==> config.mk <==
export PLATFORM = sky130hd
export DESIGN_NAME = ring_echo_node
export DESIGN_NICKNAME = d
export VERILOG_FILES = /design/src/rtl/ring_echo_node.sv
export SDC_FILE = /design/constraint.sdc
export NUM_CORES = 1
export LEC_CHECK = 0
export BUFFER_PORTS_ARGS = -buffer_cell sky130_fd_sc_hd__buf_2
export CORE_MARGIN = 4
export CORE_UTILIZATION = 50
export DETAILED_ROUTE_END_ITERATION = 16
export PLACE_DENSITY = 0.7
export SLEW_MARGIN = 5
export SYNTH_ARGS = -nofsm -noshare
export SYNTH_HDL_FRONTEND = slang
export SYNTH_SLANG_ARGS = --single-unit
export TNS_END_PERCENT = 5
==> constraint.sdc <==
create_clock -name clk -period 7.4 [get_ports clk]
set_input_delay 0.74 -clock clk [delete_from_list [all_inputs] [get_ports clk]]
set_output_delay 0.74 -clock clk [all_outputs]
set_load 0.02 [all_outputs]
==> src/rtl/ring_echo_node.sv <==
module ring_echo_node #(
  parameter int NODE_ID    = 3,
  parameter int ID_W       = 4,
  parameter int FLIT_W     = 18,
  parameter int DATA_FLITS = 3,
  parameter int TX_SLOTS   = 2,
  parameter int RX_DEPTH   = 2
) (
  input  logic                         clk,
  input  logic                         rst_n,
  input  logic                         ring_in_vld,
  input  logic [FLIT_W-1:0]            ring_in_flit,
  output logic                         ring_out_vld,
  output logic [FLIT_W-1:0]            ring_out_flit,
  input  logic                         tx_valid,
  output logic                         tx_ready,
  input  logic [ID_W-1:0]              tx_dst,
  input  logic [FLIT_W*DATA_FLITS-1:0] tx_data,
  output logic                         rx_valid,
  input  logic                         rx_ready,
  output logic [ID_W-1:0]              rx_src,
  output logic [FLIT_W*DATA_FLITS-1:0] rx_data
);
  localparam int TAG_W = FLIT_W - 2 - 2*ID_W;
  localparam int PAY_W = FLIT_W * DATA_FLITS;
  localparam int CNT_W = $clog2(DATA_FLITS + 1);
  localparam int FWD_DEPTH = DATA_FLITS + 1;
  localparam int FP_W = $clog2(FWD_DEPTH);
  localparam int FC_W = $clog2(FWD_DEPTH + 1);
  localparam int SL_W = (TX_SLOTS > 1) ? $clog2(TX_SLOTS) : 1;
  localparam int RX_W = (RX_DEPTH > 1) ? $clog2(RX_DEPTH) : 1;
  localparam logic [1:0] K_DATA = 2'd0, K_ACK = 2'd1, K_NAK = 2'd2;
  localparam logic [1:0] M_PASS = 2'd0, M_TAKE = 2'd1, M_DROP = 2'd2;
  localparam logic [1:0] S_FREE = 2'd0, S_PEND = 2'd1, S_WAIT = 2'd2;
  localparam logic [ID_W-1:0] ME = ID_W'(NODE_ID);

  function automatic logic [FLIT_W-1:0] mk_hdr(input logic [1:0] k, input logic [ID_W-1:0] d,
                                               input logic [ID_W-1:0] s, input logic [TAG_W-1:0] t);
    return {k, d, s, t};
  endfunction

  // input decode
  wire [1:0]       in_kind = ring_in_flit[FLIT_W-1 -: 2];
  wire [ID_W-1:0]  in_dst  = ring_in_flit[FLIT_W-3 -: ID_W];
  wire [ID_W-1:0]  in_src  = ring_in_flit[FLIT_W-3-ID_W -: ID_W];
  wire [TAG_W-1:0] in_tag  = ring_in_flit[TAG_W-1:0];

  logic [CNT_W-1:0] in_left;
  logic [1:0]       in_mode;
  logic [RX_W:0]    rx_used;

  wire in_hdr   = ring_in_vld && (in_left == '0);
  wire body     = ring_in_vld && (in_left != '0);
  wire for_me   = (in_dst == ME);
  wire hdr_data = in_hdr && (in_kind == K_DATA);
  wire rx_room  = rx_used < (RX_W+1)'(RX_DEPTH);
  wire take     = hdr_data && for_me && rx_room;
  wire nak      = hdr_data && for_me && !rx_room;
  wire echo_me  = in_hdr && for_me && (in_kind == K_ACK || in_kind == K_NAK);
  wire new_vld  = (in_hdr && !echo_me) || (body && in_mode == M_PASS);
  wire [FLIT_W-1:0] new_flit = (take || nak) ? mk_hdr(take ? K_ACK : K_NAK, in_src, ME, in_tag)
                                             : ring_in_flit;
  wire [CNT_W-1:0] in_idx = CNT_W'(DATA_FLITS) - in_left;

  always_ff @(posedge clk) begin
    if (!rst_n) begin
      in_left <= '0;
      in_mode <= M_PASS;
    end else if (hdr_data) begin
      in_left <= CNT_W'(DATA_FLITS);
      in_mode <= take ? M_TAKE : (nak ? M_DROP : M_PASS);
    end else if (body) begin
      in_left <= in_left - 1'b1;
    end
  end

  // receive queue
  logic [PAY_W-1:0]    rx_mem  [RX_DEPTH];
  logic [ID_W-1:0]     rx_srcm [RX_DEPTH];
  logic [RX_DEPTH-1:0] rx_done;
  logic [RX_W-1:0]     rx_wp, rx_rp, rx_fill;

  function automatic logic [RX_W-1:0] rx_nxt(input logic [RX_W-1:0] p);
    return (p == RX_W'(RX_DEPTH-1)) ? '0 : p + 1'b1;
  endfunction

  assign rx_valid = rx_done[rx_rp];
  assign rx_src   = rx_srcm[rx_rp];
  assign rx_data  = rx_mem[rx_rp];
  wire rx_pop = rx_valid && rx_ready;

  always_ff @(posedge clk) begin
    if (!rst_n) begin
      rx_wp <= '0; rx_rp <= '0; rx_fill <= '0; rx_used <= '0; rx_done <= '0;
    end else begin
      if (take) begin
        rx_srcm[rx_wp] <= in_src;
        rx_fill <= rx_wp;
        rx_wp <= rx_nxt(rx_wp);
      end
      if (body && in_mode == M_TAKE) begin
        rx_mem[rx_fill][int'(in_idx)*FLIT_W +: FLIT_W] <= ring_in_flit;
        if (in_left == CNT_W'(1)) rx_done[rx_fill] <= 1'b1;
      end
      if (rx_pop) begin
        rx_done[rx_rp] <= 1'b0;
        rx_rp <= rx_nxt(rx_rp);
      end
      rx_used <= rx_used + (RX_W+1)'(take) - (RX_W+1)'(rx_pop);
    end
  end

  // transmit slots
  logic [1:0]      sl_st  [TX_SLOTS];
  logic [ID_W-1:0] sl_dst [TX_SLOTS];
  logic [PAY_W-1:0] sl_pay [TX_SLOTS];
  logic [SL_W-1:0] free_idx, pend_idx, inj_slot;
  logic            any_free, any_pend, inj_on, inj_go;
  logic [CNT_W-1:0] inj_idx;

  always_comb begin
    free_idx = '0; any_free = 1'b0; pend_idx = '0; any_pend = 1'b0;
    for (int i = TX_SLOTS-1; i >= 0; i--) begin
      if (sl_st[i] == S_FREE) begin any_free = 1'b1; free_idx = SL_W'(i); end
      if (sl_st[i] == S_PEND) begin any_pend = 1'b1; pend_idx = SL_W'(i); end
    end
  end

  assign tx_ready = any_free;
  wire tx_acc = tx_valid && tx_ready;
  wire [SL_W-1:0] esl = SL_W'(in_tag);
  wire echo_ok = echo_me && (in_tag < TAG_W'(TX_SLOTS)) && (sl_st[esl] == S_WAIT);

  always_ff @(posedge clk) begin
    if (!rst_n) begin
      for (int i = 0; i < TX_SLOTS; i++) sl_st[i] <= S_FREE;
      inj_on <= 1'b0; inj_slot <= '0; inj_idx <= '0;
    end else begin
      if (tx_acc) begin
        sl_st[free_idx]  <= S_PEND;
        sl_dst[free_idx] <= tx_dst;
        sl_pay[free_idx] <= tx_data;
      end
      if (inj_go) begin
        sl_st[pend_idx] <= S_WAIT;
        inj_on <= 1'b1; inj_slot <= pend_idx; inj_idx <= '0;
      end else if (inj_on) begin
        inj_idx <= inj_idx + 1'b1;
        if (inj_idx == CNT_W'(DATA_FLITS-1)) inj_on <= 1'b0;
      end
      if (echo_ok) sl_st[esl] <= (in_kind == K_ACK) ? S_FREE : S_PEND;
    end
  end

  // insertion buffer and output select
  logic [FLIT_W-1:0] fwd_mem [FWD_DEPTH];
  logic [FP_W-1:0]   fwd_wp, fwd_rp;
  logic [FC_W-1:0]   fwd_cnt;
  logic              f_push, f_pop, o_vld;
  logic [FLIT_W-1:0] o_flit;

  function automatic logic [FP_W-1:0] f_nxt(input logic [FP_W-1:0] p);
    return (p == FP_W'(FWD_DEPTH-1)) ? '0 : p + 1'b1;
  endfunction

  always_comb begin
    o_vld = 1'b0; o_flit = '0; f_push = 1'b0; f_pop = 1'b0; inj_go = 1'b0;
    if (inj_on) begin
      o_vld = 1'b1; o_flit = sl_pay[inj_slot][int'(inj_idx)*FLIT_W +: FLIT_W]; f_push = new_vld;
    end else if (fwd_cnt != '0) begin
      o_vld = 1'b1; o_flit = fwd_mem[fwd_rp]; f_pop = 1'b1; f_push = new_vld;
    end else if (new_vld) begin
      o_vld = 1'b1; o_flit = new_flit;
    end else if (any_pend) begin
      o_vld = 1'b1; o_flit = mk_hdr(K_DATA, sl_dst[pend_idx], ME, TAG_W'(pend_idx)); inj_go = 1'b1;
    end
  end

  always_ff @(posedge clk) begin
    if (!rst_n) begin
      fwd_wp <= '0; fwd_rp <= '0; fwd_cnt <= '0;
      ring_out_vld <= 1'b0; ring_out_flit <= '0;
    end else begin
      if (f_push) begin fwd_mem[fwd_wp] <= new_flit; fwd_wp <= f_nxt(fwd_wp); end
      if (f_pop) fwd_rp <= f_nxt(fwd_rp);
      fwd_cnt <= fwd_cnt + FC_W'(f_push) - FC_W'(f_pop);
      ring_out_vld  <= o_vld;
      ring_out_flit <= o_flit;
    end
  end

  p_rx_bound_r4: assert property (@(posedge clk) disable iff (!rst_n)
    rx_used <= (RX_W+1)'(RX_DEPTH));
  p_nak_out_r4: assert property (@(posedge clk) disable iff (!rst_n)
    nak && !inj_on && fwd_cnt == '0 |=> ring_out_vld && ring_out_flit[FLIT_W-1 -: 2] == K_NAK);
  p_ack_out_r3: assert property (@(posedge clk) disable iff (!rst_n)
    take && !inj_on && fwd_cnt == '0 |=> ring_out_vld && ring_out_flit[FLIT_W-1 -: 2] == K_ACK
      && ring_out_flit[FLIT_W-3 -: ID_W] == $past(in_src));
  p_rx_hold_r5: assert property (@(posedge clk) disable iff (!rst_n)
    rx_valid && !rx_ready |=> rx_valid && $stable(rx_src) && $stable(rx_data));
  p_fwd_bound_r10: assert property (@(posedge clk) disable iff (!rst_n)
    fwd_cnt <= FC_W'(FWD_DEPTH));
  p_inj_contig_r6: assert property (@(posedge clk) disable iff (!rst_n)
    inj_on |=> ring_out_vld);
endmodule

[Word-level counts from Yosys, hierarchy flattened]
Memory sizes are Yosys's and may differ from the RTL's. A register that Yosys moved wholly into a read port is not among the register bits.
Index checks and enable logic that the tools add are counted.
Word-level totals
  logic and storage cells: 170
  RAM bits: 308
  register bits after elaboration: 41
  output and inout port bits: 79
  memories: 6
Cells by class
  reductions and logical operators: 33
  equal/unequal tests: 11
  muxes and demuxes: 78
  shifts and indexed selects: 3
  bitwise gates (word level): 4
  magnitude comparators: 6
  $add $sub $neg: 12
  multipliers: 2
Memory list
  rx_mem: depth 2, bits a word 54, read ports 1, clocked after Yosys merged registers in 1, wr ports 1, line 78  | logic [PAY_W-1:0] rx_mem [RX_DEPTH];
  sl_pay: depth 2, bits a word 54, read ports 1, clocked after Yosys merged registers in 1, wr ports 1, line 116  | logic [PAY_W-1:0] sl_pay [TX_SLOTS];
  fwd_mem: depth 4, bits a word 18, read ports 1, clocked after Yosys merged registers in 1, wr ports 1, line 156  | logic [FLIT_W-1:0] fwd_mem [FWD_DEPTH];
  rx_srcm: depth 2, bits a word 4, read ports 1, clocked after Yosys merged registers in 1, wr ports 1, line 79  | logic [ID_W-1:0] rx_srcm [RX_DEPTH];
  sl_dst: depth 2, bits a word 4, read ports 1, clocked after Yosys merged registers in 0, wr ports 1, line 115  | logic [ID_W-1:0] sl_dst [TX_SLOTS];
  sl_st: depth 2, bits a word 2, read ports 3, clocked after Yosys merged registers in 0, wr ports 3, line 114  | logic [1:0] sl_st [TX_SLOTS];
Operators by type and width (count)
  $mux W18: 4
  $mux W1: 55
  $mux W54: 1
  $shift A18 B33 Y54 const A: 1
  $shiftx A18 B33 Y54: 1
  $shiftx A54 B8 Y18: 1
  $neg A7 Y33: 1
  $mux W2: 15
  $logic_and A1 B1 Y1: 17
  $mux W16: 1
  $mul A2 B4 Y6 const B: 2
  $eq A2 B1 Y1 const B: 5
  $eq A2 B2 Y1 const B: 5
  $logic_not A2 Y1: 5
  $lt A8 B2 Y1 const B: 1
  $add A2 B1 Y2 const B: 3
  $reduce_or A2 Y1: 3
  $eq A4 B2 Y1 const B: 1
  $lt A1 B2 Y1 const B: 2
  $reduce_bool A2 Y1: 2
  $add A3 B1 Y3: 1
  $logic_or A1 B1 Y1: 3
  $reduce_bool A3 Y1: 1
  $sub A3 B1 Y3: 1
  13 further kinds: 17

[Longest topological paths before layout]
  word-level depth: 15
  gate-level depth with buffers: 13
  gate-level depth less buffers: 11

[Worst setup path before layout]
No wires, ideal clock.
  path kind: in2reg
  from: in rst_n
  to: mem sl_st[0][0] (enable)
  buffers on the path: 1
  path slack: 1.583 ns
  stages: 4
  data required time: 7.093 ns
  data arrival time: 5.509 ns
  path through: clkbuf_1 > nand2_1 > nor3_1 > or3_1
RTL lines
  start, declared: line 10  | input logic rst_n,
  end, declared: line 114

[Worst setup path in the final report]
  from: reg in_left[0]
  to: mem rx_mem[1][5] (netlist bit), data pin
On the way
  word-level cells in the longest chain between the ends: 4
RTL lines
  start, declared: line 48  | logic [CNT_W-1:0] in_left;
  start signal, assigned: line 70  | in_left <= CNT_W'(DATA_FLITS);
  start signal, assigned: line 73  | in_left <= in_left - 1'b1;
  $sub A2 B2 Y2: line 63  | wire [CNT_W-1:0] in_idx = CNT_W'(DATA_FLITS) - in_left;
  $mul A2 B4 Y6: line 102  | rx_mem[rx_fill][int'(in_idx)*FLIT_W +: FLIT_W] <= ring_in_flit;
  $neg A7 Y33: line 102
  $shiftx A18 B33 Y54: line 102
  end, declared: line 78
Every way passes these cells.

==> flow_summary.ini <==
[sta]
slew_violations = 0
setup_violations = 0
fin_crit_sh_pct = 56.5
clock.fmax_ghz = 0.239
period_minus_slack_ns = 4.18
finalSetupTns_ns = 0
worst_slack_ns = 3.22
finalHoldViolCount = 0
slew_headroom_pct = 29.9
rsz0062_at_grt = no
worst_pin_slew_ns = 1.05
finClkSkew_ns = 0.0161

[die]
die_area_mm2 = 0.0320
start_util_pct = 50.8
core_mm2 = 0.0287
die_h_um = 179
die_x_um = 179
num_rows = 62
ios = 160

[drt]
dr_wl_met3_mm = 2.10
top_layer = met5
met2_length_mm = 15.6
dr_total_vias = 8631
drc = 0
wl_met1_mm = 14.3
wl_per_cell_um = 21.5
firstDrtPassIters = 5
drt_iter0_markers = 716
final_antenna_net_count = 0
via_per_inst = 5.65
totalWireLength_mm = 32.8

[synth]
synth_cell_types = 64
synth.most_common_cell = edfxtp_1
yosys.area.top_type = edfxtp_1
synthTopCellsByCount = edfxtp_1 (306), nor2_1 (80), mux2i_1 (75), mux2_2 (69), dfxtp_1 (47)
yosys.area.top_type_share_pct = 63.0
netlist_area_mm2 = 0.0146
netlist_top_cells_area = edfxtp_1 (63%), dfxtp_1 (6.5%), mux2_2 (5.3%)
synthFlopType = edfxtp_1
netlist_instances = 958
synth_edf_count = 306
ys_warn_count = 0
synthArstFlopShare_pct = 0
syn_nets = 1056
synth_area_per_cell_um2 = 15.2
ys_seq_area_share_pct = 69.5
synth_seq_cells = 353

[final_layout]
fillers = 2272
nets = 1214
finalNonFillerCells = 1527
area_delta_synth_final_pct = 16.0
final_layout_size_suffix_gt1_share_pct = 28.4

[global_route]
track_usage_pct = 20.3
grt_pass1_vias = 8547
globalRouteOverflowTotal = 0
antenna_found_initial = 2
grt_max_degree = 61
grt_pass1_wl_mm = 49.6

[clock_network]
cts_resized = 0
path_clk_slew_ns = 0.06
cts.path.max_buffers = 3
cts_setup_buffers = 0
cts_buffers = 37
clock_latency_ns = 0.52
clock_sinks = 353
cts_tree = yes
holdBufCountCts = 0
htreeDepth = 2
cts_root_buf = clkbuf_16

[power]
p_int_w = 0.00376
finalPower_w = 0.00514
ir_drop_mv = 0.227
p_per_area_mw_per_mm2 = 304
comb_power_share_pct = 17.5
p_seq_share_pct = 46.9
power_frac_clock_pct = 35.6
switching_share_pct = 26.9
leakagePower_nw = 5.89
power_switching_w = 0.00138

[setup_path]
worstReg2RegStart = in_left[0]
ff2ff_setup_slack_ns = 3.22
crit_required_ns = 7.59
cp-start-kind = register
critPathKind = reg -> reg
critPathMaxFanout = 29
crit_arrival_ns = 4.38
timing.rr.end = rx_mem[1][5]
reg2reg_depth = 5
end_kind = register

[place]
place_inst = 1461
dp_slack_ns = 3.26
port_buffers = 159
dp_hpwl_mm = 21.6
gp_congestion = 0.861

[outcome]
status = completed

[worst_hold_path]
holdCritPathClass = in -> reg
hold_depth = 1
min_to = sl_pay[0][11]
hp-start = tx_data[11]

[run]
maxCapViolCount = 0
-- final cells by class --
| class | instances | area (µm²) | area share, % |
|---|---|---|---|
| repair buffers | 169 | 871 | 5.15 |
| diodes | 1 | 2.50 | 0.0148 |
| clock buffers | 49 | 1000 | 5.92 |
| multi-input cells | 529 | 4140 | 24.4 |
| flip-flops and latches | 353 | 10100 | 59.9 |
| clock inverters | 16 | 199 | 1.18 |
| well taps | 384 | 480 | 2.84 |
| inverters | 26 | 97.6 | 0.577 |
-- registers in the layout, summed over array words and instances, names as in the netlist, 2 cells and up, named ones only --
register and flops:
in_mode 2, rx_used 2, rx_srcm 8, fwd_mem 72, fwd_wp 2, rx_mem 108
sl_pay 108, sl_dst 8, in_left 2, fwd_cnt 3, rx_done 2, fwd_rp 2
sl_st 4, inj_idx 2, ring_out_flit 18
-- power by group through the flow --
stage | Combinational (W) | Clock [W] | Sequential (W)
2_1_floorplan | 0.000589 | 0 | 0.00246
3_3_place_gp | 0.000894 | 0 | 0.00245
3_5_place_dp | 0.000901 | 0 | 0.00245
4_1_cts | 0.000908 | 0.00186 | 0.00241
5_1_grt | 0.000976 | 0.00195 | 0.00242
6_report | 0.000901 | 0.00183 | 0.00241
-- worst max-delay path: stages (launching register included) --
cell	delay (ns)
dfxtp_1	0.99
inv_2	0.34
ha_1	1.08
mux2_2	0.43
o21ai_0	0.76
o21ai_0	0.26
-- worst max path at each step --
| stage | from | to | slack [ns] | cells past startpoint |
|---|---|---|---|---|
| final | in_left[0] | rx_mem[1][5] | 3.22 | 5 |
| after global routing | in_left[0] | rx_mem[1][5] | 2.98 | 5 |
| after CTS | in_left[0] | rx_mem[1][5] | 3.26 | 5 |
| after global placement | in_left[0] | rx_mem[0][5] | 3.33 | 5 |
| after floorplan | rst_n | sl_st[0][0] | 1.58 | 4 |
| after detailed placement | in_left[0] | rx_mem[1][5] | 3.26 | 5 |
-- routing by layer --
| metal | GRT usage (%) | vias to the layer above |
|---|---|---|
| met5 | 0 | - |
| met3 | 3.27 | 57 |
| met2 | 32.1 | 315 |
| li1 | - | 4014 |
| met1 | 29.3 | 4243 |
| met4 | 5.79 | 2 |
-- logic make-up after synthesis --
| kind of cell | synth area share [%] |
|---|---|
| flip-flops | 69.5 |
| AND/OR/NAND/NOR | 6.32 |
| multiplexers | 13.3 |
| AO/OA/AOI/OAI | 6.87 |
| buffers and inverters | 2.23 |
| adder cells (fa/ha/maj) | 1.51 |
| XOR/XNOR | 0.360 |
-- cell usage in the layout (no fill, tap or decap), types with 5 or more instances in the layout --
cell type and instances:
clkbuf_16 38, mux4_2 18, buf_2 159, edfxtp_1 306, and2_1 9, nand2b_1 8
clkbuf_1 10, a21oi_1 22, a211oi_1 11, inv_1 23, and3_1 6, nand2_1 34
dfxtp_1 45, mux2i_1 75, clkinv_2 6, o21ai_0 30, o22ai_1 34, nand3_1 20
a31oi_1 9, nor3_1 12, buf_4 10, a211o_1 5, nor2_1 80, a22oi_1 12
xnor2_1 5, ha_1 16, mux2_2 69
-- metrics by stage --
step           hold WS (ns)  util, %  cell area (µm²)
2_1_floorplan         0.449        -            14600
3_3_place_gp          0.459     54.8            15700
3_5_place_dp          0.469     54.8            15700
4_1_cts               0.393     58.9            16900
5_1_grt               0.396     58.9            16900
6_report              0.408     58.9            16900
No activity file was read; power rests on OpenSTA's default activity.
